<file path="src/rtl/uart_vote_rx.sv">
module uart_vote_rx #(
  parameter int DW     = 10,
  parameter int LW     = 4,
  parameter int NS_SPB = 16,
  parameter int DS_SPB = 8
) (
  input  logic          clk,
  input  logic          rst,
  input  logic          tick,
  input  logic          dbl_mode,
  input  logic [LW-1:0] char_len,
  input  logic          rxd,
  output logic [DW-1:0] rx_data,
  output logic          rx_valid,
  output logic          rx_ferr
);
  localparam int CW = $clog2(NS_SPB + 1);

  typedef enum logic [1:0] {S_IDLE, S_START, S_DATA, S_STOP} st_t;

  st_t           st;
  logic          sy1, sy2, prev_s;
  logic [CW-1:0] cnt;
  logic          v0, v1;
  logic [LW-1:0] bidx;
  logic [DW-1:0] shreg;

  logic [CW-1:0] spb, vfirst, nxt;
  logic          maj, last_vote;

  assign spb       = dbl_mode ? CW'(DS_SPB) : CW'(NS_SPB);
  assign vfirst    = spb >> 1;
  assign nxt       = (cnt == spb) ? CW'(1) : cnt + CW'(1);
  assign maj       = (v0 & v1) | (v0 & sy2) | (v1 & sy2);
  assign last_vote = (nxt == vfirst + CW'(2));

  always_ff @(posedge clk) begin
    if (rst) begin
      sy1 <= 1'b1;
      sy2 <= 1'b1;
    end else begin
      sy1 <= rxd;
      sy2 <= sy1;
    end
  end

  always_ff @(posedge clk) begin
    if (rst) begin
      st       <= S_IDLE;
      prev_s   <= 1'b1;
      cnt      <= '0;
      v0       <= 1'b1;
      v1       <= 1'b1;
      bidx     <= '0;
      shreg    <= '0;
      rx_data  <= '0;
      rx_valid <= 1'b0;
      rx_ferr  <= 1'b0;
    end else begin
      rx_valid <= 1'b0;
      if (tick) begin
        prev_s <= sy2;
        if (st == S_IDLE) begin
          if (prev_s && !sy2) begin
            st  <= S_START;
            cnt <= CW'(1);
          end
        end else begin
          cnt <= nxt;
          if (nxt == vfirst)          v0 <= sy2;
          if (nxt == vfirst + CW'(1)) v1 <= sy2;
          if (last_vote) begin
            case (st)
              S_START: begin
                if (maj) st <= S_IDLE;
                else begin
                  st    <= S_DATA;
                  bidx  <= '0;
                  shreg <= '0;
                end
              end
              S_DATA: begin
                shreg <= shreg | (DW'(maj) << bidx);
                if (bidx == char_len - LW'(1)) st <= S_STOP;
                else bidx <= bidx + LW'(1);
              end
              default: begin
                rx_valid <= 1'b1;
                rx_data  <= shreg;
                rx_ferr  <= ~maj;
                st       <= S_IDLE;
              end
            endcase
          end
        end
      end
    end
  end
endmodule


</file>
<file path="config.mk">
export PLATFORM = sky130hd
export DESIGN_NAME = uart_vote_rx
export DESIGN_NICKNAME = d
export VERILOG_FILES = /design/src/rtl/uart_vote_rx.sv
export SDC_FILE = /design/constraint.sdc
export NUM_CORES = 1
export LEC_CHECK = 0
export BUFFER_PORTS_ARGS = -buffer_cell sky130_fd_sc_hd__buf_2
export CAP_MARGIN = 20
export CORE_MARGIN = 1.5
export CORE_UTILIZATION = 55
export CTS_CLUSTER_DIAMETER = 40
export DETAILED_ROUTE_END_ITERATION = 10
export MAX_ROUTING_LAYER = met4
export PLACE_DENSITY = 0.8
export SETUP_SLACK_MARGIN = 0.3
export SLEW_MARGIN = 10
export SYNTH_ARGS = -nofsm -noshare
export SYNTH_HDL_FRONTEND = slang
export SYNTH_SLANG_ARGS = --single-unit
</file>
<file path="constraint.sdc">
create_clock -name clk -period 2.42 [get_ports clk]
set_input_delay 0.242 -clock clk [delete_from_list [all_inputs] [get_ports clk]]
set_output_delay 0.242 -clock clk [all_outputs]
set_load 0.03 [all_outputs]
</file>
# Word-level counts from Yosys, hierarchy flattened
# Index checks and enable logic that the tools add are counted.
[totals]
register_bits = 38
in_bits = 9
word_cells = 70
[op_classes]
n_addsub = 5
n_eq_ne = 11
n_shift = 1
mux = 16
bitwise_logic = 11
n_reduce_logical = 14
[op_table]
columns = ["operator", "count"]
rows = [
  ["$mux 5", 4],
  ["$pmux 10 s2", 1],
  ["$eq 5x5->1", 3],
  ["$mux 10", 1],
  ["$mux 2", 5],
  ["$or 10x10->10", 1],
  ["$shl 1x4->10", 1],
  ["$mux 4", 2],
  ["$pmux 4 s2", 1],
  ["$reduce_and 4->1", 2],
  ["$reduce_and 3->1", 2],
  ["$reduce_and 6->1", 1],
  ["$add 4x1->5 const B", 1],
  ["$add 4x2->5 const B", 1],
  ["$add 5x1->5 const B", 1],
  ["$eq 5x4->1", 1],
  ["$not 1->1", 5],
  ["$reduce_and 5->1", 1],
  ["$add 4x1->4 const B", 1],
  ["$eq 4x4->1", 1],
  ["$ne 2x2->1 const B", 2],
  ["$pmux 2 s2", 1],
  ["$reduce_bool 2->1", 2],
  ["$reduce_or 4->1", 1],
  ["13 further kinds", 16],
]

# Logic depth before layout (Yosys ltp)
[depth]
ltp_word = 7
mapped_depth = 9
ltp_nobuf = 8

# Worst setup path before layout
# OpenSTA, ideal clock, no wires.
[synth_timing]
path_type = "register to register"
startpoint = "register cnt[0]"
endpoint = "register bidx[2]"
t_arrival_ns = 2.105
required_ns = 2.349
slack_ns = 0.245
stages_incl_launch_ff = 9
period_less_slack_ns = 2.175
cell_sequence = "dfxtp_1 -> inv_1 -> ha_1 -> and4bb_2 -> o31ai_1 -> o31ai_2 -> nand4_4 -> or4_1 -> a21oi_1"
[synth_between]
elab_chain_cells = 4
word_cells_on_any_way = 5
[synth_rtl]
columns = ["element", "line", "rtl"]
rows = [
  ["start, declared", "23", "logic [CW-1:0] cnt;"],
  ["start signal, assigned", "69", "cnt <= nxt;"],
  ["$add 5x1->5 or $eq 5x5->1 (tied branches)", "33", "assign nxt = (cnt == spb) ? CW'(1) : cnt + CW'(1);"],
  ["$mux 5 (*)", "33", ""],
  ["$eq 5x5->1 (*)", "35", "assign last_vote = (nxt == vfirst + CW'(2));"],
  ["$reduce_and 6->1 (no source line) (*)", "-", ""],
  ["end signal, assigned", "85", "else bidx <= bidx + LW'(1);"],
  ["end, declared", "25", "logic [LW-1:0] bidx;"],
]
# Mark *: on every way between the ends. The rest lies on a longest branch, timed or not.
# A chain may end at the register's enable or synchronous reset.

# Final worst setup path
[layout_timing]
startpoint = "register cnt[1]"
endpoint = "register bidx[2]"
# The elaborated chain is that of the path after synthesis.

==> impl_results.md <==
- Status: finished, final reports clean
- Least-Margin Pin Slew: approximately 0.75 ns
- Area share of and/or/nand/nor cells after synthesis: between 20% and 30%
- Critical Path RT: 2.71 ns
- Tcrit/Tclk final: 93.86%
- Detailed Routing Iterations Pass 1: 4
- Clk slew on worst S/H paths: 0.12 ns
- CP Cell Sequence: inv_4 -> ha_4 -> or4b_4 -> o2111ai_4 -> buf_6 -> and2_4 -> nand4_4 -> or4_4 -> a21oi_2
- Initial DRC count: 149
- Largest family of logic cells by synthesized area: simple AND/OR/NAND/NOR gates
- Arr. time, crit path: ~2.6 ns
- VDD IR-drop max: 0.4033 mV
- Die Wd: ~63 um
- Syn-to-layout area delta: 36.35%
- Cell taking the most area after synthesis: dfxtp_1
- Final Util: 79.07%
- Number of hold buffers added after CTS: 0
- Crit-path slowest cell: or4_4
- Clock sink count: 38
- Post-synth ARST share: 0%
- Mux cell area share after synthesis: under 10%
- GRT Residual Overflow: 0
- Top routing layer in use: met4
- Root Buffer Master: clkbuf_4
- Met3 wire len: approximately 280 um
- Layout cell share with drive strength beyond 1: 39.30%
- RSZ-0062 raised after global routing: true
- First-pass GRT wire length: 7879 um
- H-tree levels: 2
- Syn_nets: 227
- Die height: approximately 63 um
- Count of state elements after synthesis: 38
- Routed vias/inst: 5.855
- Tot Pwr: 1.297 mW
- P_leak: 1.056 nW
- Via count: 1774
- WL met2: between 2000 and 3000 um
- Initial antenna violation count: 0
- Syn avg cell area: between 9 and 10 um2
- CP top delay family: simple AND/OR/NAND/NOR gates
- Gate Count Post-Synth: 207
- Crit Path Category: reg2reg
- Unique masters post-synth: 54
- Ant. Diodes: 0
- Buf+Inv Stages, Crit Path: 2
- Pins Over Slew Limit: 0
- Top-area cell type share of the netlist area: 38.70%
- Hold WC Path Type: in2reg
- Worst slew margin: 50.16%
- Post-synthesis compound-gate area fraction: between 10% and 20%
- Min cycle time layout: ~2.3 ns
- Max_cap viols: 0
- Antenna Nets Post-Route: 0
- XOR/XNOR Fraction of Synth Area: about 3.4%
- I/O pin cnt: 21
- Yosys warnings: 0
- TritonCTS clock tree: yes
- Row cnt: 21
- Post-synth EDFFs: 0
- DP HPWL: 2963 um
- Clock latency on the worst-skew pair: 0.35 ns
- Synth area leaders: dfxtp_1, ha_1, mux2i_1, o21a_1, nor2_1
- DIE AREA: 0.003941 mm2
- Gpl congestion: 0.8682
- Fmax achieved: 0.4403 GHz
- Nature of the critical path startpoint: register
- Tot GR Track Use: 26.93%
- CTS Buffer Depth: 2
- Met1 Wirelength: 2153 um
- Largest net degree at the start of global routing: 26
- CTS buffer count: 5
- Final setup viols: 0
- Prevailing post-synth register cell: dfxtp_1
- CP Capture Type: register
- Worst Clk Skew: 0.006601 ns
- DRC Markers: 0
- Seq/Total Area, Yosys: 38.70%
- Synth Area in Adders: 7.511%
- Crit-path max FO: 4
- # port buffers: 20
- Power density cells: 483.8 mW/mm2
- Cell Area, Synth: a little under 0.002 mm2
- Starting density of the core: 57.99%
- DRT Wirelength: about 5200 um
- Fin. Hold Viols: 0
- Most frequent cells in the layout: dfxtp_1, buf_4, buf_2
- Most common cell after layout, fill and taps aside: dfxtp_1
- Vias in the first global route: 1648
- Worst path max stage delay: approximately 0.5 ns
- Area of the core: 0.003390 mm2
- Final nets: 276
- Wire per inst: 17.13 um
## final timing paths
check | to | startpoint | slack, ns | cells after the start
worst max-delay path | bidx[2] | cnt[1] | 0.15 | 9
worst min-delay path | sy1 | rxd | 0.08 | 2
worst max register to register | bidx[2] | cnt[1] | 0.15 | 9
worst min register to register | sy2 | sy1 | 0.43 | 1
## stage by stage
step / worst slack (ns) / TNS, ns / hold WS (ns) / instance area (um2) / std cells
6_report: 0.1486 / 0 / 0.07716 / 2680 / 303
5_1_grt: 0.06388 / 0 / 0.06221 / 2680 / 303
4_1_cts: 0.1575 / 0 / 0.08103 / 2591 / 298
3_5_place_dp: -0.2362 / -3.137 / 0.4035 / 2202 / 280
3_3_place_gp: -0.1425 / -1.530 / 0.3928 / 2202 / 280
2_1_floorplan: 0.3097 / 0 / 0.3458 / 1982 / 207
## repair_timing
action	CTS	global route
gates resized for setup	34	11
pin swaps	14	8
setup buffers	9	5
gates cloned	1	0
endpoints found under the hold margin	0	0
endpoints found under the setup margin	28	29
## layer usage
metal | global-route usage (%) | vias up
met5 | - | -
met4 | 11.67 | 0
met3 | 7.568 | 12
met2 | 43.95 | 61
met1 | 31.01 | 850
li1 | - | 851
## kinds of logic (layout without fill, tap and decap cells)
logic type	after synthesis	count (layout)
XOR/XNOR	6	6
flip-flops	38	38
multiplexers	13	13
adder cells (fa/ha/maj)	12	12
AO/OA/AOI/OAI	41	42
buffers and inverters	17	66
AND/OR/NAND/NOR	80	80
## area by class of cell
cell class                      count  area [um2]
Multi-Input combinational cell    153        1355
Sequential cell                    38       768.2
Fill cell                         222       709.4
Timing Repair Buffer               49       349.1
Clock inverter                      2       60.06
Tap cell                           46       57.56
Clock buffer                        6       51.30
Inverter                            9       38.79
## report_power, final
part / internal, mW / switching (mW)
logic: 0.0389 / 0.0521
clock network: 0.350 / 0.222
registers: 0.629 / 0.00452
## flip-flops by register name, indices dropped and copies added, names as in the netlist
signal	cells
rx_data	10
shreg	10
cnt	5
bidx	4
st	2
prev_s	1
rx_ferr	1
rx_valid	1
sy1	1
sy2	1
v0	1
v1	1
## cell usage after synthesis (2+ instances only)
cell	n
mux2i_1	13
nand2b_1	5
inv_1	9
nor4_1	10
xnor2_1	2
clkbuf_1	3
nand3b_1	2
xor2_1	3
nand3_1	7
o31ai_1	3
dfxtp_1	38
ha_1	11
a22oi_1	2
nand2_1	8
o21ai_0	7
nor2_1	19
nor2b_1	2
nor3_1	4
or2_2	4
o21a_1	11
and4bb_2	2
a21oi_1	5
nand4_1	3
a211oi_1	2
or4_1	2
buf_6	2
## worst register-to-register path, delay by kind of cell, from the launching register on
kind	cells	cell delay (ns)
AND/OR/NAND/NOR	4	1.27
flip-flops	1	0.38
AO/OA/AOI/OAI	2	0.23
buffers and inverters	2	0.21
adder cells (fa/ha/maj)	1	0.13
(Power assumes the default switching activity.)
